[src/rtl/chg_irq_ctrl.sv]
module chg_irq_ctrl #(
  parameter int SW = 3,
  parameter logic [SW-1:0] ST_SLEEP = 3'd1,
  parameter logic [SW-1:0] ST_PRE   = 3'd2,
  parameter logic [SW-1:0] ST_FAST  = 3'd3,
  parameter logic [SW-1:0] ST_TOP   = 3'd4,
  parameter logic [SW-1:0] ST_EOC   = 3'd5
) (
  input  logic          clk,
  input  logic          rst_n,
  input  logic          vin_ok,
  input  logic          temp_ok,
  input  logic          pre_tmo,
  input  logic          tot_tmo,
  input  logic [SW-1:0] chg_state,
  input  logic [1:0]    reg_addr,
  input  logic          reg_wr,
  input  logic [7:0]    reg_wdata,
  output logic [7:0]    reg_rdata,
  output logic          irq,
  output logic [1:0]    chg_code
);
  localparam logic [1:0] A_MASK = 2'd0, A_EVT = 2'd1, A_STAT = 2'd2;

  logic [7:0] mask_q, evt_q, evt_set, evt_clr;
  logic [2:0] prev_q, cur;
  logic       primed_q;

  assign cur = {temp_ok, vin_ok, chg_state == ST_EOC};

  wire [2:0] rise = primed_q ? ( cur & ~prev_q) : 3'b000;
  wire [2:0] fall = primed_q ? (~cur &  prev_q) : 3'b000;

  assign evt_set = {pre_tmo, rise, tot_tmo, fall};
  assign evt_clr = (reg_wr && reg_addr == A_EVT) ? reg_wdata : 8'h00;

  always_ff @(posedge clk or negedge rst_n) begin
    if (!rst_n) begin
      mask_q   <= '0;
      evt_q    <= '0;
      prev_q   <= '0;
      primed_q <= 1'b0;
    end else begin
      if (reg_wr && reg_addr == A_MASK) mask_q <= reg_wdata;
      evt_q    <= (evt_q & ~evt_clr) | evt_set;
      prev_q   <= cur;
      primed_q <= 1'b1;
    end
  end

  always_comb begin
    unique case (chg_state)
      ST_SLEEP:       chg_code = 2'b01;
      ST_PRE:         chg_code = 2'b11;
      ST_FAST, ST_TOP: chg_code = 2'b10;
      default:        chg_code = 2'b00;
    endcase
  end

  always_comb begin
    case (reg_addr)
      A_MASK:  reg_rdata = mask_q;
      A_EVT:   reg_rdata = evt_q;
      A_STAT:  reg_rdata = {2'b00, chg_code, 4'b0000};
      default: reg_rdata = 8'h00;
    endcase
  end

  assign irq = |(evt_q & mask_q);
endmodule

[config.mk]
export PLATFORM = sky130hd
export DESIGN_NAME = chg_irq_ctrl
export DESIGN_NICKNAME = d
export VERILOG_FILES = /design/src/rtl/chg_irq_ctrl.sv
export SDC_FILE = /design/constraint.sdc
export NUM_CORES = 1
export LEC_CHECK = 0
export BUFFER_PORTS_ARGS = -buffer_cell sky130_fd_sc_hd__buf_2
export CAP_MARGIN = 20
export CORE_AREA = 2 2 56 58
export CTS_BUF_LIST = sky130_fd_sc_hd__clkbuf_2 sky130_fd_sc_hd__clkbuf_4 sky130_fd_sc_hd__clkbuf_8
export CTS_CLUSTER_SIZE = 30
export DETAILED_ROUTE_END_ITERATION = 7
export DIE_AREA = 0 0 58 60
export GPL_ROUTABILITY_DRIVEN = 0
export PLACE_DENSITY = 0.7
export SYNTH_ARGS = -nofsm -noshare
export SYNTH_HDL_FRONTEND = slang
export SYNTH_SLANG_ARGS = --single-unit
[constraint.sdc]
create_clock -name clk -period 0.9 [get_ports clk]
set_input_delay 0.18 -clock clk [delete_from_list [all_inputs] [get_ports clk]]
set_output_delay 0.18 -clock clk [all_outputs]
set_load 0.01 [all_outputs]
==> flow_metrics.py <==
metrics = {
    "outcome": {
        "status": "complete, but fails checks",
        "violations": "setup timing",
    },
    "flow_run": {
        "drv_cap": 0,
    },
    "global_route": {
        "grtUsageTotal_pct": 14.8,
        "overflow": 0,
        "grt_antenna_before_repair": 0,
        "grt_pass1_wl_um": 3820,
        "grt_max_degree": 21,
        "first_global_vias": 864,
    },
    "sta": {
        "fmax_mhz": 713,
        "drv_slew": 0,
        "fin_ws_ps": -502,
        "period_share_pct": 156,
        "setup_violations": 11,
        "hold_violations": 0,
        "fin_crit_ps": 1400,
        "tns_ps": -3970,
        "skew_ps": 2.71,
        "rsz0062_at_grt": "yes",
    },
    "die": {
        "die_area_sq_um": 3480,
        "coreArea_sq_um": 2900,
        "core.rowCount": 20,
        "pin_count": 31,
        "die_h_um": 60,
        "initial_core_util_pct": 33.6,
        "die_w_um": 58,
    },
    "clocking": {
        "cts_buffers": 3,
        "cts_tree": "yes",
        "clockBufferDepth": 2,
        "clkSlewWorstSetupHoldPaths_ps": 110,
        "clock_sinks": 20,
        "h-tree-depth": 1,
        "clock-root-buffer": "clkbuf_4",
        "worstSkewPairLatency_ps": 310,
    },
    "synth": {
        "synth_ff_type": "dfrtp_1",
        "yosys_warnings": 0,
        "synth-seq-area-share_pct": 51.3,
        "synth_xor_area_share_pct": 0.897,
        "synth-edff-count": 0,
        "yosysTopAreaCellShare_pct": 51.3,
        "synth_simple_gate_area_share_pct": 13.3,
        "ys_async_sr_fraction_pct": 100,
        "synthTopCellsByArea": "dfrtp_1 (51%), mux2_2 (10%), mux2i_1 (8.2%), nand2_1 (4.2%), o2bb2ai_1 (3.6%)",
        "synthDistinctLibCells": 22,
        "syn-num-nets": 104,
        "synth_compound_area_share_pct": 11.9,
        "synthMuxAreaShare_pct": 18.6,
        "synth_cells": 84,
        "synthAdderAreaFrac_pct": 0,
        "synth_top_area_cell": "dfrtp_1",
        "synth_top_family_by_area": "multiplexers",
        "synth-seq-cells": 20,
        "syn_avg_cell_area_sq_um": 11.6,
        "syn_area_sq_um": 976,
    },
    "critical_path": {
        "critPathLaunchType": "register",
        "cp_max_fo": 2,
        "crit_start": "mask_q[0]$_DFFE_PN0P_",
        "critPathArrivalTime_ps": 1220,
        "r2r-start": "mask_q[6]$_DFFE_PN0P_",
        "critPathKind": "register to output port",
        "cp.required_ps": 720,
        "endpoint_kind": "output port",
    },
    "hold_path": {
        "hold_class": "input pin to register",
        "min-delay-start": "vin_ok",
    },
    "placed_design": {
        "port_buffers": 30,
    },
    "route": {
        "avgViaCountPerCell": 4.95,
        "vias": 826,
        "antenna_left": 0,
        "wl_per_cell_um": 14.0,
        "drc_errors": 0,
        "drt_first_pass_iters": 4,
        "drt-total-wl_um": 2330,
        "drt-initial-drc-count": 16,
    },
    "cells_and_area": {
        "drive_gt1_share_pct": 50.7,
        "layout_commonest_cell": "buf_2",
        "nets": 155,
        "area_delta_synth_final_pct": 46.9,
        "final_cell_mix": "buf_2 (25), dfrtp_1 (20), nand2_1 (11), buf_4 (11), buf_6 (10)",
        "antenna_cells": 0,
    },
    "pwr": {
        "power.total_w": 0.00236,
        "vdd_drop_max_mv": 0.951,
        "total_leakage_power_nw": 0.684,
        "p_per_area_nw_per_um2": 1650,
    },
}
critical path: stages (launching register included):
cell and delay [ps]:
dfrtp_1 420, buf_6 120, mux2i_2 150, nor2_1 80
buf_2 140
power breakdown:
group	internal, W	total, W	switching (W)
logic	0.000430	0.000695	0.000265
clock network	0.000247	0.000523	0.000276
registers	0.00103	0.00114	0.000116
cell families (layout without fill, tap and decap cells):
logic type,after synthesis,count (layout)
other,1,1
xor gates and xnor gates,1,1
and+or+nand+nor,25,25
buffers and inverters,6,56
AOI/OAI and AO/OA,14,14
DFF,20,20
muxes,17,17
through the flow:
step / setup WS (ps) / cell area, sq um / utilization [%] / hold WS (ps) / instances
after floorplan: -103 / 990 / - / -116 / 84
after global placement: -246 / 1260 / 43.4 / 146 / 157
after detailed placement: -275 / 1260 / 43.4 / 145 / 157
after CTS: -509 / 1410 / 48.5 / 4.07 / 167
after global routing: -545 / 1430 / 49.4 / 1.82 / 167
final: -502 / 1430 / 49.4 / 17.5 / 167
worst paths after layout:
path                                    endpoint  slack, ps  depth (start not counted)
min in group asynchronous  mask_q[0]$_DFFE_PN0P_        330                          2
min reg2reg                   evt_q[6]$_DFF_PN0_        470                          1
max reg2reg                mask_q[6]$_DFFE_PN0P_       -110                          3
min                          prev_q[1]$_DFF_PN0_         20                          1
max in group asynchronous  mask_q[5]$_DFFE_PN0P_        270                          2
max                                 reg_rdata[0]       -500                          4
state kept, by name, summed over array words and instances (netlist names):
signal    count
mask_q        8
evt_q         8
prev_q        3
primed_q      1
cell usage after synthesis (2+ instances only):
library cell	number
a21o_1	2
a22oi_1	4
a32o_1	3
dfrtp_1	20
inv_1	3
mux2_2	9
mux2i_1	8
nand2_1	11
nor2_1	8
o2bb2ai_1	4
layer usage:
layer | routed length, um | up-vias | global-route usage [%]
met5 | 0 | - | 0
met3 | 114 | 4 | 3.03
li1 | - | 402 | -
met2 | 1190 | 25 | 27.4
met4 | 32 | 0 | 4.98
met1 | 991 | 395 | 16.8
what timing repair did:
action | CTS | global route
hold endpoints to repair | 21 | 0
pin swaps | 4 | 3
buffers inserted | 4 | 1
hold buffers | 2 | 0
resized for setup | 15 | 6
setup endpoints to repair | 11 | 15
cell type report:
class,instances,area [sq um]
inverter,3,11.3
multi-input combinational,58,484
clock buffer,4,36.3
fill,271,1470
timing repair buffer,49,360
tap,33,41.3
sequential,20,500
Note: power is estimated with default switching activity, not from simulation.
